--- config.mk ---
export PLATFORM = sky130hd
export DESIGN_NAME = apic_countdown_timer
export DESIGN_NICKNAME = d
export VERILOG_FILES = /design/src/rtl/apic_countdown_timer.sv
export SDC_FILE = /design/constraint.sdc
export NUM_CORES = 1
export LEC_CHECK = 0
export BUFFER_PORTS_ARGS = -buffer_cell sky130_fd_sc_hd__buf_2
export CORE_MARGIN = 5
export CORE_UTILIZATION = 52
export CTS_BUF_LIST = sky130_fd_sc_hd__clkbuf_4 sky130_fd_sc_hd__clkbuf_8 sky130_fd_sc_hd__clkbuf_16
export DETAILED_ROUTE_END_ITERATION = 8
export PLACE_DENSITY = 0.77
export SLEW_MARGIN = 10
export SYNTH_ARGS = -nofsm -noshare
export SYNTH_HDL_FRONTEND = slang
export SYNTH_SLANG_ARGS = --single-unit
--- constraint.sdc ---
create_clock -name clk -period 4.22 [get_ports clk]
set_input_delay 0.844 -clock clk [delete_from_list [all_inputs] [get_ports clk]]
set_output_delay 0.844 -clock clk [all_outputs]
set_load 0.01 [all_outputs]
--- src/rtl/apic_countdown_timer.sv ---
module apic_countdown_timer #(
  parameter int CNT_W    = 32,
  parameter int BASE_DIV = 16
) (
  input  logic             clk,
  input  logic             rst_n,
  input  logic             wr_en,
  input  logic [1:0]       wr_sel,
  input  logic [CNT_W-1:0] wr_data,
  input  logic [1:0]       rd_sel,
  output logic [CNT_W-1:0] rd_data,
  output logic             expire
);
  localparam int PRE_W = $clog2(BASE_DIV);

  logic [PRE_W-1:0] pre_q;
  logic [3:0]       cfg_q;
  logic [CNT_W-1:0] init_q, cur_q;
  logic [7:0]       grp_q;
  logic             pend_q, run_q, expire_q;

  wire       base_tick = (pre_q == PRE_W'(BASE_DIV - 1));
  wire       wr_init   = wr_en && (wr_sel == 2'd1);
  wire [2:0] shift     = {cfg_q[3], cfg_q[1:0]} + 3'd1;
  wire [7:0] grp_last  = (8'd1 << shift) - 8'd1;

  assign expire = expire_q;

  always_ff @(posedge clk or negedge rst_n) begin
    if (!rst_n) begin
      pre_q    <= '0;
      cfg_q    <= '0;
      init_q   <= '0;
      cur_q    <= '0;
      grp_q    <= '0;
      pend_q   <= 1'b0;
      run_q    <= 1'b0;
      expire_q <= 1'b0;
    end else begin
      pre_q    <= base_tick ? '0 : pre_q + 1'b1;
      expire_q <= 1'b0;
      if (wr_en && wr_sel == 2'd0) cfg_q <= wr_data[3:0] & 4'hB;
      if (wr_init) begin
        init_q <= wr_data;
        cur_q  <= wr_data;
        run_q  <= 1'b0;
        pend_q <= (wr_data != '0);
        grp_q  <= '0;
      end else if (base_tick) begin
        if (pend_q) begin
          pend_q <= 1'b0;
          run_q  <= 1'b1;
          grp_q  <= '0;
        end else if (run_q) begin
          if (grp_q >= grp_last) begin
            grp_q <= '0;
            cur_q <= cur_q - 1'b1;
            if (cur_q == CNT_W'(1)) begin
              run_q    <= 1'b0;
              expire_q <= 1'b1;
            end
          end else begin
            grp_q <= grp_q + 8'd1;
          end
        end
      end
    end
  end

  always_comb begin
    case (rd_sel)
      2'd0:    rd_data = CNT_W'(cfg_q);
      2'd1:    rd_data = init_q;
      2'd2:    rd_data = cur_q;
      default: rd_data = '0;
    endcase
  end

  assert_expire_at_zero_R9: assert property (@(posedge clk) disable iff (!rst_n)
    expire_q |-> (cur_q == '0));

  assert_expire_one_cycle_R9: assert property (@(posedge clk) disable iff (!rst_n)
    expire_q |=> !expire_q);

  assert_reload_on_write_R4: assert property (@(posedge clk) disable iff (!rst_n)
    wr_init |=> (cur_q == $past(wr_data)));

  assert_idle_holds_R7: assert property (@(posedge clk) disable iff (!rst_n)
    (!run_q && !wr_init) |=> $stable(cur_q));

  assert_step_of_one_R3: assert property (@(posedge clk) disable iff (!rst_n)
    (run_q && !wr_init) |=> (cur_q == $past(cur_q)) || (cur_q == $past(cur_q) - 1'b1));
endmodule

Word level (Yosys, flattened, before mapping)
Index checks and enable logic that the tools add are counted.
- input port bits: 39
- logic and storage cells: 58
- flip-flop bits (word level): 82
- reduce and logical (&&, ||, !) cells: 11
- $add $sub $neg: 5
- eq/ne operators: 6
- shifts and indexed selects: 1
- muxes and demuxes: 26
- $lt $le $gt $ge: 1
- operators with widths (operator ; number):
    $mux 32 ; 5
    $pmux 32 s3 ; 1
    $mux 8 ; 5
    $eq 32x1->1 const B ; 1
    $reduce_bool 32->1 ; 1
    $sub 32x1->32 const B ; 1
    $mux 1 ; 14
    $add 8x1->8 const B ; 1
    $ge 8x8->1 ; 1
    $shl 1x3->8 const A ; 1
    $sub 8x1->8 const B ; 1
    $reduce_bool 2->1 ; 3
    $add 4x1->4 const B ; 1
    $eq 2x1->1 const B ; 2
    $eq 4x4->1 const B ; 1
    $logic_not 2->1 ; 2
    $mux 4 ; 1
    $reduce_and 4->1 ; 1
    $add 3x1->3 const B ; 1
    $reduce_bool 3->1 ; 1
    $eq 2x2->1 const B ; 1
    $logic_and 1x1->1 ; 2
    $ne 2x1->1 const B ; 1
    $reduce_and 2->1 ; 1

Depth between registers and ports, before layout
Gate-level depths: netlist of the first run.
- depth after elaboration: 9
- gate-level depth with buffers: 20
- gate-level depth less buffers: 16

Worst setup path after synthesis of the first run
OpenSTA, ideal clock, no wires.
- path kind: register to register
- start: register cfg_q[1]
- end: register cur_q[10]
- arrival: 3.947 ns
- setup time: 0.082 ns
- stages on the path, launching flop included: 18
- path buffers: 2
- path slack: 0.191 ns
- cells stage by stage: dfrtp_1 -> buf_1 -> nand2_1 -> inv_1 -> ha_1 -> clkbuf_1 -> nor2b_1 -> nand2_1 -> ha_1 -> nand2b_1 -> mux2_2 -> a21oi_1 -> ha_1 -> nand2_1 -> o41a_2 -> or3_4 -> or4_1 -> a31oi_1
- word-level cells in the longest chain between the ends: 6
- RTL lines (item ; line ; text):
    start, declared ; 17 ; logic [3:0] cfg_q;
    start signal, assigned ; 42 ; if (wr_en && wr_sel == 2'd0) cfg_q <= wr_data[3:0] & 4'hB;
    $add 3x1->3 ; 24 ; wire [2:0] shift = {cfg_q[3], cfg_q[1:0]} + 3'd1;
    $shl 1x3->8 ; 25 ; wire [7:0] grp_last = (8'd1 << shift) - 8'd1;
    $sub 8x1->8 ; 25 ;
    $ge 8x8->1 ; 55 ; if (grp_q >= grp_last) begin
    $reduce_bool 2->1 (no source line) ; n/a ;
    $reduce_and 4->1 (no source line) ; n/a ;
    end signal, assigned ; 45 ; cur_q <= wr_data;
    end signal, assigned ; 57 ; cur_q <= cur_q - 1'b1;
    end, declared ; 18 ; logic [CNT_W-1:0] init_q, cur_q;
Every way passes these cells.
A chain may end at the register's enable or synchronous reset.

Worst setup path after layout of the first run
- start: register cfg_q[0]
- end: register cur_q[10]
The elaborated chain is that of the path after synthesis.

==> impl_results.md, run 1 <==
- Top-count cell post-synth: nand2_1
- PnR worst setup slack: approximately 270 ps
- Worst slew pin tran: ~1000 ps
- Core ar.: between 8000 and 9000 um2
- Startpoint Class: flop
- Vias in the first global route: between 4,000 and 5,000
- Cell variety after synth: 50
- GR Layer Usage met2: roughly 36%
- Synthesized area per cell: slightly below 9 um2
- Status: complete, no violations
- Leakage power: between 0.002 and 0.0025 uW
- DP Wirelength: slightly above 8000 um
- Grt total ovfl: 0
- I/O Buffers: 71
- Top Usage Layer GRT: met2
- Vias: ~4,100
- Nets: 640
- Place WS: about 290 ps
- Pwr dens: between 400 and 500 nW/um2
- Die ar.: roughly 11,000 um2
- Synth top area share: ~44%
- Fin crit period: between 3000 and 4000 ps
- Share of cells above drive strength 1: 20.81%
- Worst EP required: between 4000 and 5000 ps
- Die span in x: 104.5 um
- TritonCTS clock tree: built
- Drt wl/cell: ~17 um
- Initial Util: a little over half
- Worst VDD drop: approximately 0.00028 V
- Seq cells post-synth: between 80 and 90
- First-iteration detailed-routing DRC count: 381
- Via-to-Cell Ratio: between 5 and 6
- Worst slew margin: 31.99%
- Number of CTS-inserted buffers: 9
- CP Max Fanout: 10
- CP Capture Point: cur_q[10]$_DFFE_PN0P_
- Final Setup Violations: 0
- Worst Path Class, Setup: reg -> reg
- CTS root buf: clkbuf_8
- Maxcap violations: 0
- Antenna diodes: 0
- Rows: 34
- Register area share after synthesis: between 40% and 50%
- Gr usage total: between 20 and 25%
- Unrepaired setup endpoints after global routing: false
- # fillers: between 700 and 800
- H-Tree Depth: 3
- Post-synth ARST share: 100.0%
- Post-synth top cells: nand2_1, dfrtp_1, o21ai_0
- GPL Wtd Cong: roughly 0.86
- Setup crit end kind: flop
- Post-CTS setup buffer count: 0
- Fmax: ~250 MHz
- Routed WL: around 12,000 um
- Syn Nets: ~580
- Met1 Usage GRT: a little under a third
- Setup TNS: 0 ps
- Global-route wire length before repair: around 20,000 um
- Worst EP arrival: between 4000 and 5000 ps
- Worst R2R Start: cfg_q[0]$_DFFE_PN0P_
- Clk_skew: between 8 and 9 ps
- Number of synthesized flops with an enable pin: 0
- Crit path from: cfg_q[0]$_DFFE_PN0P_
- Met3 global-route usage: under 10%
- Post-synthesis cell count: 522
- Main area contributors after synthesis: dfrtp_1, nand2_1, a22o_1
- Reg2reg path depth: 15
- Largest net degree at the start of global routing: 83
- Clock Pin Slew Worst Setup and Hold Paths: 90 ps
- Initial antenna violation count: 0
- Drt pass-1 iters: 5
- Clock Path Buffers: 2
- Reg-to-Reg End: cur_q[10]$_DFFE_PN0P_
- Clk Latency, worst-skew pair: 360 ps
- CTS Sinks: 82
- Top_reg_cell synth: dfrtp_1
- Ratio of final minimum period to clock period: between 90% and 100%
- Hold crit path type: reg -> reg
- Die height: ~100 um
- Synth-to-layout area growth: 15.51%
- Final Max Tran Viols: 0
- Syn. warnings: 0
- Mapped Area: around 4600 um2
- # DRC: 0
- Final Hold Vio Count: 0
- Reg2Reg Setup Slack: ~270 ps
- Leading area contributor after synthesis: dfrtp_1
- ANT nets after route: 0
- I/O pin cnt: just over 70
-- cell families after synthesis --
family	after synthesis	share of synthesized area (%)
and+or+nand+nor	254	27.20
AOI/OAI and AO/OA	96	13.52
DFF	82	44.17
buffers and inverters	36	3.474
xor gates and xnor gates	33	6.221
adders and majority gates	15	4.040
muxes	6	1.374
-- metrics by stage --
step / util [%] / instance area (um2) / hold slack [ps] / total power (uW) / std cells
6_report: 61.54 / 5366 / 480.3 / 2189 / 699
5_1_grt: 61.54 / 5366 / 502.9 / 2307 / 699
4_1_cts: 61.35 / 5350 / 483.1 / 2200 / 699
3_5_place_dp: 58.31 / 5085 / 463.1 / 1456 / 683
3_3_place_gp: 58.31 / 5085 / 457.5 / 1437 / 683
2_1_floorplan: - / 4646 / 445.7 / 1293 / 522
-- registers in the layout (all words and copies together) (netlist names) --
name    cells
cfg_q       3
cur_q      32
expire      1
grp_q       8
init_q     32
pend_q      1
pre_q       4
run_q       1
-- where the power goes --
| group | switching (uW) | total, uW | internal [uW] | leakage, uW |
|---|---|---|---|---|
| logic | 249 | 454 | 205 | 0.00134 |
| registers | 98.2 | 990 | 892 | 0.00101 |
| clock network | 293 | 745 | 453 | 0.000129 |
| total | 640 | 2190 | 1550 | 0.00248 |
-- cell type report --
class                      count  area, um2  area share, %
multi-input combinational    404       2455          45.74
sequential                    82       2052          38.24
timing repair buffer          80      425.4          7.927
clock inverter                 7      141.4          2.635
tap                          108      135.1          2.518
clock buffer                   9      123.9          2.308
inverter                       9      33.78         0.6295
-- cells in the final DEF (no fill, tap or decap), types with 9 or more instances in the layout --
cell type	n
nand3_1	18
o21ai_0	32
a21oi_1	22
a22o_1	28
dfrtp_1	82
nor3_1	13
nand2_1	119
clkbuf_8	9
buf_2	70
buf_4	10
xnor2_1	26
or3_1	11
nor4_1	19
ha_1	15
nor2_1	29
inv_1	9
-- routing by layer --
layer / up-vias / routed length [um]
li1: 1966 / -
met1: 1992 / 5069
met2: 141 / 5626
met3: 22 / 778
met4: 0 / 227
met5: - / 0
-- worst max-delay path: stages (launching register included) --
cell and delay, ps:
dfrtp_1 500, nand2_1 130, inv_1 60, ha_1 280, nor2b_1 220, nand2_1 110, ha_1 240, nand2b_1 110
mux2_2 330, a21oi_1 160, ha_1 140, nand2_1 60, o41a_2 520, or3_4 420, or4_1 400, a31oi_1 170
-- how the worst min path moves through the flow --
stage,from,endpoint,slack [ps],cells past startpoint
3_5_place_dp,init_q[2]$_DFFE_PN0P_,init_q[2]$_DFFE_PN0P_,460,2
2_1_floorplan,init_q[0]$_DFFE_PN0P_,init_q[0]$_DFFE_PN0P_,450,2
3_3_place_gp,init_q[2]$_DFFE_PN0P_,init_q[2]$_DFFE_PN0P_,460,2
4_1_cts,init_q[2]$_DFFE_PN0P_,init_q[2]$_DFFE_PN0P_,480,2
6_report,init_q[2]$_DFFE_PN0P_,init_q[2]$_DFFE_PN0P_,480,2
5_1_grt,init_q[2]$_DFFE_PN0P_,init_q[2]$_DFFE_PN0P_,500,2
-- what timing repair did --
| item | CTS | global route |
|---|---|---|
| resized for setup | 0 | 3 |
| hold buffers | 0 | 0 |
| endpoints found under the setup margin | 0 | 6 |
| hold endpoints to repair | 0 | 0 |
(Power assumes the default switching activity.)
==> inputs of run 2 (changes only) <==
BUFFER_PORTS_ARGS = -buffer_cell sky130_fd_sc_hd__clkbuf_2   (was -buffer_cell sky130_fd_sc_hd__buf_2)
CORE_UTILIZATION = 42   (was 52)
PLACE_DENSITY = default   (was 0.77)
==> run 2 against run 1 <==
  * Register-to-register slack is essentially flat
  * Final area is 0.82% lower
  * Utilization shrank 12 points
  * Final cell count grew 4.3%
  * Count of clock-buffer cells in the layout did not move
  * Combinational power is essentially flat
  * Critical path depth is the same
  * Critical endpoint unchanged
  * Largest cell class unchanged
  * Largest power group unchanged
  * Highest routed layer unchanged
==> impl_results.md, run 2 (same netlist as run 1, synthesis figures left out) <==
- I/O Buffers: 71
- TritonCTS clock tree: built
- Final Max Tran Viols: 0
- Final Setup Violations: 0
- Antenna diodes: 0
- Leading cell types in the layout, fill and taps excluded: nand2_1, dfrtp_1, clkbuf_2, o21ai_0, nor2_1
- Vias in the first global route: between 4,000 and 5,000
- Clk_skew: 13.28 ps
- Setup TNS: 0 ps
- Gr usage total: between 10% and 20%
- Rows: 38
- Worst EP required: approximately 4500 ps
- Net Sw Power: around 650 uW
- Final Hold Vio Count: 0
- Fin crit period: about 4000 ps
- Largest net degree at the start of global routing: slightly above 80
- Commonest non-fill, non-tap cell in the layout: nand2_1
- CP Max Fanout: 10
- Clk Latency, worst-skew pair: between 300 and 400 ps
- Worst VDD drop: approximately 0.00017 V
- Vias: roughly 4,000
- Worst Path Class, Setup: reg -> reg
- Grt total ovfl: 0
- Setup crit end kind: flop
- Nets: 638
- Clock Path Buffers: 2
- Crit path max-delay cell type: o41a_2
- Largest regs: cur_q: 32 flops, init_q: 32 flops, grp_q: 8 flops
- Switching Fraction: around a third
- GPL Wtd Cong: around 0.8
- Drt pass-1 iters: 4
- CTS root buf: clkbuf_8
- Clock share of power: about 29%
- Reg-to-Reg End: cur_q[10]$_DFFE_PN0P_
- Reg2Reg Setup Slack: between 200 and 300 ps
- Synth-to-layout area growth: 14.57%
- Worst slew pin tran: approximately 1100 ps
- Die ar.: roughly 13,000 um2
- Worst EP arrival: between 4000 and 5000 ps
- Min-Delay Path Depth: 2
- Hold crit path type: reg -> reg
- Hold worst-path end: init_q[26]$_DFFE_PN0P_
- H-Tree Depth: 3
- Die span in x: about 120 um
- Routed WL: approximately 12,000 um
- Initial Util: 42.86%
- CP cell instances: nand2_1 -> inv_1 -> ha_1 -> nor2b_1 -> nand2_1 -> ha_1 -> nand2b_1 -> mux2_2 -> a21oi_1 -> ha_1 -> nand2_1 -> o41a_2 -> or3_4 -> or4_1 -> a31oi_1
- Worst R2R Start: cfg_q[0]$_DFFE_PN0P_
- Hold_sp: init_q[26]$_DFFE_PN0P_
- Initial antenna violation count: 0
- Global-route wire length before repair: around 20,000 um
- DP Wirelength: about 8500 um
- Clock Pin Slew Worst Setup and Hold Paths: 80 ps
- Slowest stage delay, CP: between 500 and 600 ps
- Share of cells above drive strength 1: 20.37%
- Reg2reg path depth: 15
- I/O pin cnt: 72
- First-iteration detailed-routing DRC count: roughly 260
- Post-CTS setup buffer count: 0
- Seq pwr share: between 40 and 50%
- Core ar.: around 11,000 um2
- Delay-heaviest family, CP: simple AND/OR/NAND/NOR gates
- Fmax: 253.6 MHz
- CTS Sinks: 82
- Via-to-Cell Ratio: between 5 and 6
- Startpoint Class: flop
- Status: complete, no violations
- Ratio of final minimum period to clock period: between 90% and 100%
- Drt wl/cell: around 17 um
- Leakage power: between 0.002 and 0.0025 uW
- ANT nets after route: 0
- Buf+Inv Stages, Crit Path: 1
- Die height: between 100 and 150 um
- Number of CTS-inserted buffers: 9
- PnR worst setup slack: roughly 280 ps
- Worst slew margin: roughly 28%
- Place WS: around 260 ps
- Unrepaired setup endpoints after global routing: false
- # DRC: 0
- Maxcap violations: 0
- Pwr dens: roughly 380 nW/um2
- Comb pwr share: ~22%
- Internal power: between 1000 and 1500 uW
run 2: how the worst max path moves through the flow:
| stage | depth (start not counted) | startpoint | end | slack (ps) |
|---|---|---|---|---|
| CTS | 17 | cfg_q[0]$_DFFE_PN0P_ | grp_q[4]$_DFFE_PN0P_ | 230 |
| floorplan | 17 | cfg_q[1]$_DFFE_PN0P_ | cur_q[10]$_DFFE_PN0P_ | 190 |
| finish | 15 | cfg_q[0]$_DFFE_PN0P_ | cur_q[10]$_DFFE_PN0P_ | 280 |
| global placement | 15 | cfg_q[0]$_DFFE_PN0P_ | cur_q[10]$_DFFE_PN0P_ | 410 |
| global route | 15 | cfg_q[0]$_DFFE_PN0P_ | cur_q[10]$_DFFE_PN0P_ | 5 |
| detailed placement | 17 | cfg_q[0]$_DFFE_PN0P_ | grp_q[4]$_DFFE_PN0P_ | 260 |
run 2: stage by stage:
stage | utilization [%] | cell area, um2 | total power [uW] | hold WS, ps | cells
2_1_floorplan | - | 4646 | 1293 | 445.7 | 522
3_3_place_gp | 47.14 | 5110 | 1444 | 457.6 | 713
3_5_place_dp | 47.14 | 5110 | 1458 | 462.7 | 713
4_1_cts | 49.01 | 5313 | 2051 | 483.3 | 729
5_1_grt | 49.10 | 5323 | 2155 | 503.5 | 729
6_report | 49.10 | 5323 | 2026 | 478.9 | 729
run 2: area by class of cell:
type,instances,area [um2]
fillers,1072,5518
multi-input cells,404,2449
flip-flops and latches,82,2052
repair buffers,78,410.4
well taps,140,175.2
clock buffers,9,123.9
clock inverters,7,78.83
inverters,9,33.78
run 2: worst reg2reg max path: stages, from the launching register on:
cell and delay [ps]:
dfrtp_1 500, nand2_1 130, inv_1 70, ha_1 290, nor2b_1 210, nand2_1 100
ha_1 240, nand2b_1 110, mux2_2 330, a21oi_1 150, ha_1 140, nand2_1 60
o41a_2 530, or3_4 430, or4_1 400, a31oi_1 160
run 2: routing by layer:
| metal | vias up | share of wire (%) | track usage (%) |
|---|---|---|---|
| met3 | 8 | 5.0 | 3.526 |
| met2 | 82 | 48 | 30.48 |
| met1 | 1958 | 46 | 25.90 |
| met5 | - | 0 | 0 |
| met4 | 0 | 0.77 | 5.869 |
| li1 | 1965 | - | - |
run 2: what timing repair did:
item / CTS / global route
endpoints found under the setup margin: 0 / 5
hold buffers: 0 / 0
resized for setup: 0 / 2
run 2: power groups by stage:
stage	Clock [uW]	Sequential, uW	Combinational (uW)
after floorplan	0	973	320
after global placement	0	1000	445
after detailed placement	0	1000	455
after CTS	603	988	460
after global routing	634	1010	514
final	585	987	453
==> inputs of run 3 (changes only) <==
CORE_UTILIZATION = 52   (was 42)
PLACE_DENSITY = 0.77   (was default)
==> run 3 against run 2 <==
  * Setup slack better by 60 ps
  * Global-route usage grew 3.7 points
  * Die area is 18% lower
  * First-iteration DRC count is 3.4% higher
  * Non-clock buffer count rose by 1
  * Register-to-register slack improved by 60 ps
  * Final area fell by 0.61%
  * Via count up 3.4%
  * Largest power group unchanged
  * Highest routed layer unchanged
==> impl_results.md, run 3 (same netlist as run 1, synthesis figures left out) <==
- Status: complete, no violations
- Synth-to-layout area growth: 13.87%
- Drt wl/cell: 17.22 um
- Leakage power: about 0.0024 uW
- Worst R2R Start: cfg_q[0]$_DFFE_PN0P_
- Slowest stage delay, CP: approximately 530 ps
- Placed cell count: slightly below 700
- Antenna diodes: 0
- # DRC: 0
- Worst hold slack: 481.9 ps
- Final Hold Vio Count: 0
- Leading cell types in the layout, fill and taps excluded: nand2_1, dfrtp_1, clkbuf_2, o21ai_0, nor2_1
- Commonest non-fill, non-tap cell in the layout: nand2_1
- Min-Delay Path Depth: 2
- Reg-to-Reg End: cur_q[10]$_DFFE_PN0P_
- Die span in x: around 100 um
- Setup TNS: 0 ps
- TritonCTS clock tree: built
- Fmax: 257.5 MHz
- Fin crit period: 3884 ps
- Gr usage total: 22.63%
- Clk_skew: about 9.4 ps
- Via-to-Cell Ratio: approximately 5.9
- Hold crit path type: reg -> reg
- Final Setup Violations: 0
- First-iteration detailed-routing DRC count: between 200 and 300
- I/O pin cnt: 72
- Clock Pin Slew Worst Setup and Hold Paths: roughly 90 ps
- Initial Util: between 50% and 60%
- CTS Sinks: roughly 80
- Vias in the first global route: roughly 4,200
- ANT nets after route: 0
- CP cell instances: nand2_1 -> inv_1 -> ha_1 -> nor2b_1 -> nand2_1 -> ha_1 -> nand2b_1 -> mux2_2 -> a21oi_1 -> ha_1 -> nand2_1 -> o41a_2 -> or3_4 -> or4_1 -> a31oi_1
- Cell Area, Placed: between 5000 and 6000 um2
- Worst Path Class, Setup: reg -> reg
- Startpoint Class: flop
- Hold_sp: init_q[25]$_DFFE_PN0P_
- Buf+Inv Stages, Crit Path: 1
- Unrepaired setup endpoints after global routing: false
- Rows: 34
- Global-route wire length before repair: 20,370 um
- Crit path max-delay cell type: o41a_2
- Hold worst-path end: init_q[25]$_DFFE_PN0P_
- Largest net degree at the start of global routing: between 80 and 90
- Pwr dens: roughly 390 nW/um2
- GPL Wtd Cong: 0.8444
- Worst slew margin: 30.93%
- Drt pass-1 iters: 4
- Setup crit end kind: flop
- Clock Path Buffers: 2
- Core ar.: roughly 8700 um2
- Worst EP arrival: ~4200 ps
- Die height: about 100 um
- Final Max Tran Viols: 0
- Nets: around 640
- Routed WL: 12,020 um
- Clk Latency, worst-skew pair: about 360 ps
- Post-CTS setup buffer count: 0
- Delay-heaviest family, CP: simple AND/OR/NAND/NOR gates
- Grt total ovfl: 0
- Worst slew pin tran: between 1000 and 1500 ps
- Maxcap violations: 0
- CTS root buf: clkbuf_8
- Ratio of final minimum period to clock period: between 90% and 100%
- Worst EP required: 4500 ps
- I/O Buffers: 71
- Reg2Reg Setup Slack: about 340 ps
- Die ar.: roughly 11,000 um2
- Number of CTS-inserted buffers: 9
- DP Wirelength: roughly 8400 um
- CP Max Fanout: 10
- Worst VDD drop: 0.0002244 V
- H-Tree Depth: 3
- Initial antenna violation count: 0
- Share of cells above drive strength 1: between 20% and 30%
- Vias: slightly above 4,000
- Reg2reg path depth: 15
- Final non-filler cell total: roughly 700
- Largest regs: cur_q: 32 flops, init_q: 32 flops, grp_q: 8 flops
- Post-route cell area: between 5000 and 6000 um2
- Post-Route Utilization: 60.66%
[run 3: changes by cell type in the layout (fill, tap and decap cells not counted), sizes merged]
cell and change:
clkinv -2, buf +1, clkinvlp +1, inv +1
[run 3: how the worst max path moves through the flow]
stage / startpoint / end / slack, ps / cells after the start
3_5_place_dp: cfg_q[0]$_DFFE_PN0P_ / grp_q[4]$_DFFE_PN0P_ / 280 / 17
4_1_cts: cfg_q[0]$_DFFE_PN0P_ / grp_q[4]$_DFFE_PN0P_ / 240 / 17
3_3_place_gp: cfg_q[0]$_DFFE_PN0P_ / cur_q[10]$_DFFE_PN0P_ / 440 / 15
6_report: cfg_q[0]$_DFFE_PN0P_ / cur_q[10]$_DFFE_PN0P_ / 340 / 15
2_1_floorplan: cfg_q[1]$_DFFE_PN0P_ / cur_q[10]$_DFFE_PN0P_ / 190 / 17
5_1_grt: cfg_q[0]$_DFFE_PN0P_ / cur_q[10]$_DFFE_PN0P_ / 40 / 15
[run 3: area by class of cell]
cell class | instances | area (um2)
clock inverter | 7 | 77.57
sequential | 82 | 2053
tap | 108 | 135.1
clock buffer | 9 | 123.9
fill | 740 | 3431
timing repair buffer | 79 | 417.9
inverter | 9 | 33.78
multi-input combinational | 404 | 2449
[run 3: report_power, final]
part	leakage (uW)	switching [uW]	internal, uW
sequential	0.00101	99.4	892
combinational	0.00133	254	204
clock	0.0000885	310	277
[run 3: metal layers]
metal / vias to the layer above / routed length (um) / share of wire (%) / track usage, %
met1: 2034 / 5352 / 45 / 30.86
met2: 124 / 5781 / 48 / 35.48
met4: 0 / 267 / 2.2 / 8.326
met5: - / 0 / 0 / 0
li1: 1964 / - / - / -
met3: 26 / 618 / 5.1 / 4.966
[run 3: what timing repair did]
action                                  CTS  global route
hold buffers                              0             0
resized for setup                         0             4
endpoints found under the setup margin    0             7
[run 3: per-stage QoR]
step	total power (uW)	worst slack (ps)
after global placement	1437	443.2
final	2037	336.3
after global routing	2153	36.39
after CTS	2041	236.7
after floorplan	1293	190.9
after detailed placement	1458	276.7
[run 3: worst reg2reg max path, cell delays in order, from the launching register on]
cell      delay, ps
dfrtp_2         490
nand2_1         110
inv_1            60
ha_1            280
nor2b_1         230
nand2_1         110
ha_1            240
nand2b_1        110
mux2_2          330
a21oi_1         150
ha_1            140
nand2_1          60
o41a_2          530
or3_4           430
or4_1           400
a31oi_1         160
